## src/rtl/lstr_pkg.sv

```systemverilog
`timescale 1ns/1ps
package lstr_pkg;
  localparam int NUM_WIDTHS = 7;

  // lane count offered by capability bit idx
  function automatic int width_of(input int idx);
    case (idx)
      0: width_of = 1;
      1: width_of = 2;
      2: width_of = 4;
      3: width_of = 8;
      4: width_of = 12;
      5: width_of = 16;
      default: width_of = 32;
    endcase
  endfunction
endpackage

```

## src/rtl/lstr_width_neg.sv

```systemverilog
`timescale 1ns/1ps
module lstr_width_neg #(
  parameter int MAX_LANES = 32,
  parameter int IDX_W = 3,
  parameter int LW = 6
) (
  input  logic clk,
  input  logic rst_n,
  input  logic [lstr_pkg::NUM_WIDTHS-1:0] local_cap,
  input  logic [lstr_pkg::NUM_WIDTHS-1:0] partner_cap,
  input  logic reneg_req,
  input  logic boundary,
  output logic pend,
  output logic [LW-1:0] lanes,
  output logic degraded
);
  localparam int NW = lstr_pkg::NUM_WIDTHS;

  logic [NW-1:0] fit, common;
  logic [IDX_W-1:0] best, idx_q;

  always_comb begin
    for (int i = 0; i < NW; i++) fit[i] = (lstr_pkg::width_of(i) <= MAX_LANES);
    common = (local_cap & partner_cap & fit) | NW'(1);
    best = '0;
    for (int i = 0; i < NW; i++) if (common[i]) best = IDX_W'(i);
  end

  always_ff @(posedge clk) begin
    if (!rst_n) begin
      pend     <= 1'b1;
      idx_q    <= '0;
      degraded <= 1'b1;
    end else if (pend && boundary) begin
      idx_q    <= best;
      degraded <= ~|common[NW-1:1];
      pend     <= reneg_req;
    end else if (reneg_req) begin
      pend <= 1'b1;
    end
  end

  assign lanes = LW'(lstr_pkg::width_of(int'(idx_q)));

  p_legal_width_r2: assert property (@(posedge clk) disable iff (!rst_n)
    (lanes == 1 || lanes == 2 || lanes == 4 || lanes == 8 || lanes == 12 ||
     lanes == 16 || lanes == 32) && (int'(lanes) <= MAX_LANES));

  p_degraded_r3: assert property (@(posedge clk) disable iff (!rst_n)
    degraded == (lanes == LW'(1)));

  p_width_at_boundary_r4: assert property (@(posedge clk) disable iff (!rst_n)
    !$stable(lanes) |-> $past(pend && boundary));
endmodule

```

## src/rtl/lstr_lane_slot.sv

```systemverilog
`timescale 1ns/1ps
module lstr_lane_slot #(
  parameter int BYTE_W = 8
) (
  input  logic clk,
  input  logic rst_n,
  input  logic clr,
  input  logic wr,
  input  logic pad_set,
  input  logic [BYTE_W-1:0] din,
  output logic [BYTE_W-1:0] dout,
  output logic lv,
  output logic pad
);
  always_ff @(posedge clk) begin
    if (!rst_n) begin
      dout <= '0; lv <= 1'b0; pad <= 1'b0;
    end else if (wr) begin
      dout <= din; lv <= 1'b1; pad <= 1'b0;
    end else if (pad_set) begin
      dout <= '0; lv <= 1'b1; pad <= 1'b1;
    end else if (clr) begin
      dout <= '0; lv <= 1'b0; pad <= 1'b0;
    end
  end
endmodule

```

## src/rtl/lane_striper.sv

```systemverilog
`timescale 1ns/1ps
module lane_striper #(
  parameter int MAX_LANES = 32,
  parameter int BYTE_W = 8
) (
  input  logic clk,
  input  logic rst_n,
  input  logic [lstr_pkg::NUM_WIDTHS-1:0] local_cap,
  input  logic [lstr_pkg::NUM_WIDTHS-1:0] partner_cap,
  input  logic reneg_req,
  input  logic in_valid,
  input  logic [BYTE_W-1:0] in_data,
  input  logic in_last,
  output logic in_ready,
  output logic out_valid,
  input  logic out_ready,
  output logic [MAX_LANES*BYTE_W-1:0] out_data,
  output logic [MAX_LANES-1:0] out_lane_valid,
  output logic [MAX_LANES-1:0] out_pad,
  output logic [$clog2(MAX_LANES+1)-1:0] active_width,
  output logic degraded
);
  localparam int LW = $clog2(MAX_LANES + 1);
  localparam int CNT_W = (MAX_LANES > 1) ? $clog2(MAX_LANES) : 1;
  localparam int IDX_W = $clog2(lstr_pkg::NUM_WIDTHS);

  logic [CNT_W-1:0] cnt;
  logic ov, pend, boundary, acc, fire, complete, last_slot;
  logic [LW-1:0] lanes;
  logic [MAX_LANES-1:0] lv_q, pad_q, lane_mask;

  assign boundary  = (cnt == '0) && !ov;
  assign in_ready  = !(pend && cnt == '0) && (!ov || out_ready);
  assign acc       = in_valid && in_ready;
  assign fire      = ov && out_ready;
  assign last_slot = (LW'(cnt) == lanes - LW'(1));
  assign complete  = acc && (last_slot || in_last);

  lstr_width_neg #(.MAX_LANES(MAX_LANES), .IDX_W(IDX_W), .LW(LW)) neg_i (
    .clk(clk), .rst_n(rst_n), .local_cap(local_cap), .partner_cap(partner_cap),
    .reneg_req(reneg_req), .boundary(boundary), .pend(pend), .lanes(lanes),
    .degraded(degraded));

  always_ff @(posedge clk) begin
    if (!rst_n) begin
      cnt <= '0;
      ov  <= 1'b0;
    end else begin
      if (complete) cnt <= '0;
      else if (acc) cnt <= cnt + CNT_W'(1);
      if (complete) ov <= 1'b1;
      else if (fire) ov <= 1'b0;
    end
  end

  for (genvar j = 0; j < MAX_LANES; j++) begin : g_lane
    logic wr_j, pad_j;
    assign wr_j  = acc && (cnt == CNT_W'(j));
    assign pad_j = complete && (LW'(j) > LW'(cnt)) && (LW'(j) < lanes);
    assign lane_mask[j] = (LW'(j) < lanes);

    lstr_lane_slot #(.BYTE_W(BYTE_W)) slot_i (
      .clk(clk), .rst_n(rst_n), .clr(fire), .wr(wr_j), .pad_set(pad_j),
      .din(in_data), .dout(out_data[j*BYTE_W +: BYTE_W]),
      .lv(lv_q[j]), .pad(pad_q[j]));
  end

  assign out_valid      = ov;
  assign out_lane_valid = lv_q & {MAX_LANES{ov}};
  assign out_pad        = pad_q & {MAX_LANES{ov}};
  assign active_width   = lanes;

  p_word_full_r5: assert property (@(posedge clk) disable iff (!rst_n)
    out_valid |-> (out_lane_valid == lane_mask));

  p_idle_above_r6: assert property (@(posedge clk) disable iff (!rst_n)
    ((out_lane_valid | out_pad) & ~lane_mask) == '0);

  p_hold_word_r7: assert property (@(posedge clk) disable iff (!rst_n)
    (out_valid && !out_ready) |=> (out_valid && $stable(out_data) && $stable(out_pad)));

  p_stall_input_r7: assert property (@(posedge clk) disable iff (!rst_n)
    (out_valid && !out_ready) |-> !in_ready);

  p_take_on_fire_r8: assert property (@(posedge clk) disable iff (!rst_n)
    (out_valid && out_ready && !pend) |-> in_ready);
endmodule

```

## config.mk

```make
export PLATFORM = sky130hd
export DESIGN_NAME = lane_striper
export DESIGN_NICKNAME = d
export VERILOG_FILES = /design/src/rtl/lstr_pkg.sv /design/src/rtl/lstr_width_neg.sv /design/src/rtl/lstr_lane_slot.sv /design/src/rtl/lane_striper.sv
export SDC_FILE = /design/constraint.sdc
export NUM_CORES = 1
export LEC_CHECK = 0
export CORE_MARGIN = 3
export CORE_UTILIZATION = 43
export CTS_CLUSTER_DIAMETER = 50
export DETAILED_ROUTE_END_ITERATION = 12
export GPL_TIMING_DRIVEN = 0
export PLACE_DENSITY_LB_ADDON = 0.2
export SETUP_SLACK_MARGIN = 0.3
export SKIP_LAST_GASP = 1
export SLEW_MARGIN = 40
export SYNTH_ARGS = -nofsm -noshare
export SYNTH_HDL_FRONTEND = slang
export SYNTH_SLANG_ARGS = --single-unit
```

## constraint.sdc

```tcl
create_clock -name clk -period 3.6 [get_ports clk]
set_input_delay 0.54 -clock clk [delete_from_list [all_inputs] [get_ports clk]]
set_output_delay 0.54 -clock clk [all_outputs]
set_load 0.02 [all_outputs]
```

# Yosys cells after proc, flatten, opt, wreduce, memory -nomap -nowiden
# Index checks and enable logic that the tools add are counted.
[classes]
reduce_logical = 206
muxes = 138
n_lt_le_gt_ge = 62
n_shift = 0
div_mod_pow = 0
bitwise_logic = 4
n_eq_ne = 37
mul = 0
addsub = 2
[op_table]
columns = ["op", "n"]
rows = [
  ["8-bit 2-to-1 mux", 64],
  ["1-bit logical AND", 101],
  ["5-bit by 6-bit less-than comparator with 1-bit output, first input constant", 16],
  ["3-bit nonzero test", 31],
  ["5-bit equality test, second input constant", 16],
  ["5-bit > comparator, first input constant", 16],
  ["1-bit 2-to-1 mux", 68],
  ["2-bit nonzero test", 34],
  ["32-bit bitwise AND", 2],
  ["2-bit OR reduction", 32],
  ["4-bit by 6-bit less-than comparator with 1-bit output, first input constant", 8],
  ["5-bit by 4-bit equality test with 1-bit output, second input constant", 8],
  ["4-bit by 5-bit > comparator with 1-bit output, first input constant", 8],
  ["6-bit case mux with 6 select lines", 1],
  ["3-bit by 6-bit less-than comparator with 1-bit output, first input constant", 4],
  ["5-bit by 3-bit equality test with 1-bit output, second input constant", 4],
  ["3-bit by 5-bit > comparator with 1-bit output, first input constant", 4],
  ["3-bit 2-to-1 mux", 5],
  ["2-bit by 6-bit less-than comparator with 1-bit output, first input constant", 2],
  ["5-bit by 2-bit equality test with 1-bit output, second input constant", 2],
  ["2-bit by 5-bit > comparator with 1-bit output, first input constant", 2],
  ["7-bit bitwise AND", 1],
  ["3-bit by 2-bit equality test with 1-bit output, second input constant", 2],
  ["3-bit equality test, second input constant", 2],
  ["13 further kinds", 16],
]
[totals]
rom_bits = 0
mem_bits_rw = 0
reg_bits = 330
mem_count = 0
latchBits = 0

# Longest topological paths before layout
# Gate-level depths: netlist of run 1.
[logic_depth]
word_depth = 10
depth_mapped = 14
depth_no_buf = 11

# Hierarchy
# Synthesis of run 1 repeated with hierarchy kept, for this count alone.
[unflattened]
cells_unflattened = 1653
hier_area_um2 = 15433.6
[by_module_without_submodules]
columns = ["module", "instances", "cells_each", "area_each_um2"]
rows = [
  ["lstr_lane_slot", 32, 40, 410.4],
  ["lane_striper", 1, 336, 1991.9],
  ["lstr_width_neg", 1, 37, 309.0],
]

# Least setup slack after synthesis of run 1
# Ideal clock, no wire load.
[synth_path]
path_kind = "reg-to-reg"
from = "register neg_i.idx_q[2]"
to = "register g_lane[8].slot_i.dout[7]"
t_arrival_ps = 3388
path_buffers = 2
synth_period_minus_slack_ps = 3509
stages_incl_launch_ff = 14
slack_ps = 91
path_cell_list = "dfxtp_1 clkbuf_1 nor2_1 and2_1 inv_1 ha_1 inv_1 maj3_1 a221oi_1 a31oi_1 or2_1 buf_2 o311a_1 a2bb2o_1"
[synth_via]
elab_chain_cells = 10
word_cells_on_any_way = 17
classes_between = "add/sub (1); order compare (1); eq/ne (6); mux (3); reduce/logical (6)"
[synth_lines]
columns = ["item", "line_no", "source"]
rows = [
  ["from (decl)", "lstr_width_neg.sv:20", "logic [IDX_W-1:0] best, idx_q;"],
  ["from (signal assigned)", "lstr_width_neg.sv:35", "idx_q <= best;"],
  ["3-bit equality test, or another cell as far along", "lstr_pkg.sv:7", "case (idx)"],
  ["6-bit case mux with 6 select lines (*)", "lstr_pkg.sv:7", ""],
  ["via active_width[1]", "lane_striper.sv:20", "output logic [$clog2(MAX_LANES+1)-1:0] active_width,"],
  ["6-bit by 1-bit subtractor with 6-bit output", "lane_striper.sv:36", "assign last_slot = (LW'(cnt) == lanes - LW'(1));"],
  ["5-bit by 6-bit equality test with 1-bit output", "lane_striper.sv:36", ""],
  ["1-bit logical OR", "lane_striper.sv:37", "assign complete = acc && (last_slot || in_last);"],
  ["1-bit logical AND", "lane_striper.sv:37", ""],
  ["1-bit logical AND", "lane_striper.sv:59", "assign pad_j = complete && (LW'(j) > LW'(cnt)) && (LW'(j) < lanes);"],
  ["1-bit logical AND (*)", "lane_striper.sv:59", ""],
  ["8-bit 2-to-1 mux", "lstr_lane_slot.sv:20", "end else if (pad_set) begin"],
  ["8-bit 2-to-1 mux", "lstr_lane_slot.sv:18", "end else if (wr) begin"],
  ["to (signal assigned)", "lstr_lane_slot.sv:17", "dout <= '0; lv <= 1'b0; pad <= 1'b0;"],
  ["to (signal assigned)", "lstr_lane_slot.sv:19", "dout <= din; lv <= 1'b1; pad <= 1'b0;"],
  ["to (signal assigned)", "lstr_lane_slot.sv:21", "dout <= '0; lv <= 1'b1; pad <= 1'b1;"],
  ["to (decl)", "lstr_lane_slot.sv:11", "output logic [BYTE_W-1:0] dout,"],
]
# The timed path passes the listed nets; every way through them passes the cells marked *.
# A chain may end at the register's enable or synchronous reset.

# Final worst setup path of run 1
[layout_path]
from = "register cnt[0]"
to = "register g_lane[18].slot_i.dout[7]"
[layout_via]
elab_chain_cells = 10
word_cells_on_any_way = 16
classes_between = "order compare (1); eq/ne (2); mux (2); reduce/logical (11)"
[layout_lines]
columns = ["item", "line_no", "source"]
rows = [
  ["from (decl)", "lane_striper.sv:27", "logic [CNT_W-1:0] cnt;"],
  ["from (signal assigned)", "lane_striper.sv:50", "else if (acc) cnt <= cnt + CNT_W'(1);"],
  ["5-bit zero test", "lane_striper.sv:33", "assign in_ready = !(pend && cnt == '0) && (!ov || out_ready);"],
  ["1-bit logical AND", "lane_striper.sv:33", ""],
  ["1-bit zero test", "lane_striper.sv:33", ""],
  ["1-bit logical AND", "lane_striper.sv:33", ""],
  ["1-bit logical AND", "lane_striper.sv:34", "assign acc = in_valid && in_ready;"],
  ["1-bit logical AND", "lane_striper.sv:37", ""],
  ["1-bit logical AND (2 in series)", "lane_striper.sv:59", ""],
  ["8-bit 2-to-1 mux", "lstr_lane_slot.sv:20", ""],
  ["8-bit 2-to-1 mux", "lstr_lane_slot.sv:18", ""],
  ["to (signal assigned)", "lstr_lane_slot.sv:17", ""],
  ["to (signal assigned)", "lstr_lane_slot.sv:19", ""],
  ["to (signal assigned)", "lstr_lane_slot.sv:21", ""],
  ["to (decl)", "lstr_lane_slot.sv:11", ""],
]
# Several ways; a longest one is shown, not always the timed one.

==> results.ini, run 1 <==
[run_status]
outcome=finished, final reports clean

[grt]
grt.overflow.total=0
antenna_found_initial=0
grt_max_degree=16
grt_pass1_vias=11983
grt_pass1_wl_mm=75.90
track_usage_pct=32.21

[route]
drc=0
first_pass_iters=6
vias_per_cell=5.804
wl_mm=51.07
drt_iter0_drc=961
vias=12026
wire_per_inst_um=24.65
postRouteAntennaNets=0

[worst_setup_path]
crit_family=compound AO/OA/AOI/OAI gates
rrSetupSlack_ns=0.35
cp-start-kind=flop
worst-path-stages=10
slowest_stage=dfxtp_1
critPathBufInv=2
rr_endpoint=g_lane[18].slot_i.dout[7]$_SDFFE_PN0P_
crit_fanout=9
max_stage_delay_ns=0.52
crit_path_end=g_lane[18].slot_i.dout[7]$_SDFFE_PN0P_
startpoint=cnt[0]$_SDFFE_PP0P_
worst_ep_required_time_ns=4.00
crit_chain=clkinvlp_4, ha_1, nand2_1, nor3_2, nand2b_1, buf_2, nor3_1, o211ai_1, o211a_1, a2bb2o_1
r2r_cells=10
rr_startpoint=cnt[0]$_SDFFE_PP0P_
crit_path_end_kind=flop
path_class=reg -> reg
arrival_ns=3.66

[sta]
slew_violations=0
whs_ns=0.4487
setup_viol=0
skew_ns=0.02368
relSlewSlack_pct=36.87
fmax_mhz=307.3
min_period_over_period_pct=90.40
tightest_slew_ns=0.9447
final_hold_viol_count=0
layout_min_cycle_time_ns=3.254
rsz0062_at_grt=no

[die]
die-height_um=174.7
die-area_um2=30540
initial_core_util_pct=43.83
ios=357
core-area_um2=27930
die_x_um=174.7
rows=61

[cells_and_area]
area_delta_synth_final_pct=48.96
mostFrequentLayoutCells=352 x clkdlybuf4s50_1, 327 x dfxtp_1, 177 x o2bb2ai_1
nets=1702
multiInputGateArea_um2=5512
layout_commonest_cell=clkdlybuf4s50_1
ff_latch_area_um2=6618
drive_gt1_share_pct=10.45
n_antenna_cell=0
fill_cells=2279

[power]
power_density_nw_per_um2=462.1
cellLeakagePower_nw=6.368
vdd_drop_max_mv=0.3604
power_mw=8.429

[clock_network]
cts_root_buffer=clkbuf_16
clk_latency_ns=0.53
clock-sinks=330
clockBufferDepth=3
tritoncts.num_buffers=36
cts_tree=yes
cts.htree.levels=2
path_clk_slew_ns=0.06

[hold_path]
min-delay-start=g_lane[24].slot_i.pad$_SDFFE_PP0P_
min_path_type=reg -> reg

[logic_synthesis]
synthesis.area_um2=12240
synth_area_leaders=dfxtp_1 54%, o2bb2ai_1 13%, nand2_1 4.7%
synth_largest_area_cell=dfxtp_1
synth_top_cell_area_share_pct=53.95
synthFlopType=dfxtp_1
async_flop_share_pct=0
synth-seq-area-share_pct=53.95
ys_ff_latch=330
ys_warn_count=0
syn_avg_cell_area_um2=9.858
syn-num-nets=1278
synth_edf_count=0
ys_types=62
synthCells=1242

[placed_design]
globalplace.congestion=0.9752
dp_hpwl_mm=36.73
io_buffers=352

[job]
cap_violations=0

-- synth_stat cells, drive strengths merged (4+ instances only) --
cell type and number:
a211oi 26, a21oi 68, a221oi 5, a22o 17, a2bb2o 10, a311oi 4, a31oi 17, a32o 21
a32oi 5, and2 69, and3 7, buf 10, clkbuf 80, dfxtp 330, ha 8, inv 25
nand2 154, nand2b 5, nand3 42, nor2 38, nor2b 11, nor3 16, o21ai 24, o22ai 26
o2bb2ai 177, or2 4, or3 7
-- per-layer routing --
| layer | vias up | part of all wire [%] | track usage (%) |
|---|---|---|---|
| met2 | 631 | 45 | 50.78 |
| li1 | 5424 | - | - |
| met1 | 5864 | 42 | 42.86 |
| met4 | 0 | 3.4 | 10.37 |
| met5 | - | 0 | 0 |
| met3 | 107 | 9.7 | 9.192 |
-- timing repair --
item | 4_1_cts | 5_1_grt
setup endpoints to repair | 356 | 294
hold endpoints to repair | 0 | 0
setup buffers | 9 | 22
hold buffers | 0 | 0
resized for setup | 47 | 31
pin swaps | 13 | 7
-- cell families (layout without fill, tap and decap cells) --
logic type / Yosys count / count (layout) / share of synthesized area, %
AOI/OAI and AO/OA: 421 / 421 / 26.98
and+or+nand+nor: 361 / 361 / 14.19
DFF: 330 / 330 / 53.95
buffers and inverters: 117 / 569 / 3.730
adders and majority gates: 9 / 9 / 0.8993
xor gates and xnor gates: 3 / 3 / 0.2146
other: 1 / 1 / 0.03063
-- flip-flops by register name, indices dropped and copies added (netlist names) --
register            cells
g_lane.slot_i.pad      31
out_valid               1
g_lane.slot_i.dout    256
neg_i.degraded          1
cnt                     5
neg_i.idx_q             3
neg_i.pend              1
g_lane.slot_i.lv       32
-- through the flow --
step | util [%] | setup WS, ns | instance area (µm²) | TNS, ns | instances
global placement | 58.23 | -0.5994 | 16270 | -58.33 | 1972
floorplan | - | 0.3089 | 12270 | 0 | 1242
detailed placement | 58.65 | -0.5137 | 16380 | -33.46 | 1975
global route | 65.29 | 0.2966 | 18240 | 0 | 2072
CTS | 64.28 | 0.3067 | 17960 | 0 | 2050
finish | 65.29 | 0.3458 | 18240 | 0 | 2072
-- worst min-delay path, delay by kind of cell (launching register included) --
family	cells	cell delay, ns
flip-flops	1	0.30
AND/OR/NAND/NOR	1	0.05
AO/OA/AOI/OAI	1	0.05
-- worst min-delay path by stage --
| stage | depth (start not counted) | to | slack [ns] |
|---|---|---|---|
| floorplan | 2 | g_lane[19].slot_i.pad$_SDFFE_PP0P_ | 0.42 |
| global placement | 2 | g_lane[17].slot_i.pad$_SDFFE_PP0P_ | 0.43 |
| detailed placement | 2 | g_lane[24].slot_i.pad$_SDFFE_PP0P_ | 0.44 |
| CTS | 2 | g_lane[24].slot_i.pad$_SDFFE_PP0P_ | 0.45 |
| global route | 1 | g_lane[6].slot_i.dout[4]$_SDFFE_PN0P_ | 0.47 |
| finish | 2 | g_lane[24].slot_i.pad$_SDFFE_PP0P_ | 0.45 |
-- power breakdown --
part | leakage (nW) | switching, mW | internal (mW)
Sequential | 2.66 | 0.0252 | 3.68
Clock | 0.607 | 1.57 | 2.27
Combinational | 3.10 | 0.584 | 0.299
Total | 6.37 | 2.18 | 6.25
-- area by class of cell --
cell class | count | area share [%]
clock buffer | 44 | 5.385
inverter | 27 | 0.5763
buffer | 90 | 2.305
clock inverter | 22 | 1.434
timing repair buffer | 386 | 21.20
multi-input combinational | 795 | 30.22
sequential | 330 | 36.28
tap | 378 | 2.593
Power figures use the tool's default switching activity.
==> inputs of run 2 (changes only) <==
--- a/config.mk
+++ b/config.mk
@@ -6,7 +6,7 @@
 export NUM_CORES = 1
 export LEC_CHECK = 0
 export CORE_MARGIN = 3
-export CORE_UTILIZATION = 43
+export CORE_UTILIZATION = 40
 export CTS_CLUSTER_DIAMETER = 50
 export DETAILED_ROUTE_END_ITERATION = 12
 export GPL_TIMING_DRIVEN = 0
==> constraint.sdc (replaced) <==
create_clock -name clk -period 3.7 [get_ports clk]
set_input_delay 0.555 -clock clk [delete_from_list [all_inputs] [get_ports clk]]
set_output_delay 0.555 -clock clk [all_outputs]
set_load 0.02 [all_outputs]
==> results.ini, run 2 (same netlist as run 1, synthesis figures left out) <==
[run_status]
outcome=finished, final reports clean  ; unchanged

[route]
wire_per_inst_um=24.86  ; was 24.65 µm
wl_mm=51.79  ; was 51.07 mm
first_pass_iters=5  ; was 6
drc=0  ; unchanged
drt_iter0_drc=938  ; was 961
postRouteAntennaNets=0  ; unchanged
vias_per_cell=5.809  ; was 5.804
vias=12100  ; was 12026

[grt]
grt_pass1_wl_mm=76.54  ; was 75.90 mm
grt_pass1_vias=11868  ; was 11983
grt.overflow.total=0  ; unchanged
grt_max_degree=14  ; was 16
track_usage_pct=30.14  ; was 32.21%
antenna_found_initial=2  ; was 0

[clock_network]
clock-sinks=330  ; unchanged
cts_tree=yes  ; unchanged
tritoncts.num_buffers=40  ; was 36
path_clk_slew_ns=0.06  ; about the same
cts.htree.levels=2  ; unchanged
clockBufferDepth=3  ; unchanged
clk_latency_ns=0.54  ; was 0.53 ns
cts_root_buffer=clkbuf_16  ; unchanged

[placed_design]
post-place-ws_ns=-0.5212  ; was -0.5137 ns
dp_hpwl_mm=37.40  ; was 36.73 mm
globalplace.congestion=0.9655  ; was 0.9752
io_buffers=352  ; unchanged

[die]
core-area_um2=29870  ; was 27930 µm²
initial_core_util_pct=40.99  ; was 43.83%
die-area_um2=32750  ; was 30540 µm²
die-height_um=181.0  ; was 174.7 µm
rows=63  ; was 61
die_x_um=181.0  ; was 174.7 µm
ios=357  ; unchanged

[power]
power_density_nw_per_um2=458.2  ; was 462.1 nW/µm²
netSwitchingFraction_pct=25.77  ; was 25.83%
seq_power_share_pct=43.0  ; was 44.0%
cellLeakagePower_nw=6.394  ; was 6.368 nW
vdd_drop_max_mv=0.3502  ; was 0.3604 mV
power.switching_mw=2.164  ; was 2.177 mW
combPwrFrac_pct=10.1  ; was 10.5%
internal_power_mw=6.235  ; was 6.252 mW
clkPwrFrac_pct=47.0  ; was 45.6%

[worst_setup_path]
cp-start-kind=flop  ; unchanged
crit_chain=buf_6, nor2_2, and2_4, inv_1, ha_4, inv_1, maj3_1, a221oi_2, a31oi_4, or2_1, buf_2, o311a_4, a2bb2o_1  ; was clkinvlp_4, ha_1, nand2_1, nor3_2, nand2b_1, buf_2, nor3_1, o211ai_1, o211a_1, a2bb2o_1
crit_path_end_kind=flop  ; unchanged
path_class=reg -> reg  ; unchanged
arrival_ns=3.74  ; was 3.66 ns
rr_startpoint=neg_i.idx_q[1]$_SDFFE_PN0P_  ; was cnt[0]$_SDFFE_PP0P_
slowest_stage=dfxtp_2  ; was dfxtp_1
crit_top_cell=inv_1
crit_fanout=10  ; was 9
max_stage_delay_ns=0.40  ; was 0.52 ns
critPathBufInv=4  ; was 2
worst_ep_required_time_ns=4.11  ; was 4.00 ns
crit_family=compound AO/OA/AOI/OAI gates  ; unchanged
startpoint=neg_i.idx_q[1]$_SDFFE_PN0P_  ; was cnt[0]$_SDFFE_PP0P_

[cells_and_area]
layout_commonest_cell=clkdlybuf4s50_1  ; unchanged
mostFrequentLayoutCells=352 x clkdlybuf4s50_1, 327 x dfxtp_1, 177 x o2bb2ai_1  ; unchanged
regMostFlops=g_lane.slot_i.dout  ; unchanged
area_delta_synth_final_pct=49.70  ; was 48.96%
drive_gt1_share_pct=10.11  ; was 10.45%
nets=1699  ; was 1702
largest_reg_flops=256  ; unchanged
reg.largest.list=g_lane.slot_i.dout x256, g_lane.slot_i.lv x32, g_lane.slot_i.pad x31  ; unchanged

[sta]
min_period_over_period_pct=89.90  ; was 90.40%
skew_ns=0.02613  ; was 0.02368 ns
layout_min_cycle_time_ns=3.326  ; was 3.254 ns
fmax_mhz=300.6  ; was 307.3 MHz
rsz0062_at_grt=no  ; unchanged
whs_ns=0.4472  ; was 0.4487 ns
setup_ws_ns=0.3739  ; was 0.3458 ns
relSlewSlack_pct=37.81  ; was 36.87%
tightest_slew_ns=0.9306  ; was 0.9447 ns
final_hold_viol_count=0  ; unchanged
slew_violations=0  ; unchanged
setup_viol=0  ; unchanged

[hold_path]
min-delay-start=g_lane[17].slot_i.pad$_SDFFE_PP0P_  ; was g_lane[24].slot_i.pad$_SDFFE_PP0P_
min_path_type=reg -> reg  ; unchanged

[job]
cap_violations=0  ; unchanged

-- run 2: changes by cell type in the layout (fill, tap and decap cells not counted), moves of 3 or more --
cell and delta:
dfxtp_2 +3, nand2_2 -3, buf_4 -12, buf_12 +3, nand2_1 +3, dfxtp_4 -3
clkbuf_16 +4
-- run 2: final timing paths --
kind | end | slack (ns) | depth (start not counted)
hold reg to reg | g_lane[17].slot_i.pad$_SDFFE_PP0P_ | 0.45 | 2
setup reg to reg | g_lane[8].slot_i.dout[7]$_SDFFE_PN0P_ | 0.37 | 13
setup / recovery | g_lane[8].slot_i.dout[7]$_SDFFE_PN0P_ | 0.37 | 13
hold / removal | g_lane[17].slot_i.pad$_SDFFE_PP0P_ | 0.45 | 2
-- run 2: cell type report --
type	instances	area (µm²)
clock buffers	52	1117
fillers	2510	11540
well taps	390	488.0
repair buffers	379	3852
clock inverters	19	221.5
diodes	1	2.502
plain buffers	90	411.6
flip-flops and latches	330	6610
inverters	27	105.1
multi-input cells	795	5522
-- run 2: power groups by stage --
stage | clock network (mW) | logic, mW | registers (mW)
floorplan | 0 | 0.377 | 3.68
global placement | 0 | 0.677 | 3.68
detailed placement | 0 | 0.691 | 3.68
CTS | 3.97 | 0.789 | 3.60
global route | 4.13 | 0.884 | 3.61
finish | 3.95 | 0.845 | 3.61
-- run 2: stage by stage --
step | power, mW | util [%] | TNS (ns) | instances | instance area [µm²]
floorplan | 4.061 | - | 0 | 1242 | 12250
global placement | 4.357 | 54.44 | -67.05 | 1984 | 16260
detailed placement | 4.372 | 54.78 | -38.70 | 1987 | 16370
CTS | 8.367 | 60.63 | 0 | 2071 | 18110
global route | 8.622 | 61.35 | 0 | 2082 | 18330
finish | 8.400 | 61.36 | 0 | 2083 | 18330
-- run 2: tightest hold or removal path, cell delays in order, from the launching register on --
cell and delay, ns:
dfxtp_1 0.30, nand2_1 0.05, a21oi_1 0.05
-- run 2: metal layers --
metal,vias to the layer above,global-route usage [%],share of wire (%)
met1,5975,40.55,43
li1,5433,-,-
met5,-,0,0.027
met3,95,8.335,9.2
met4,2,8.592,3.1
met2,595,47.80,45
-- run 2: repair_timing --
item | 4_1_cts | 5_1_grt
endpoints found under the setup margin | 352 | 241
hold buffers | 0 | 0
setup buffers | 13 | 11
gates resized for setup | 52 | 24
pin swaps | 12 | 8
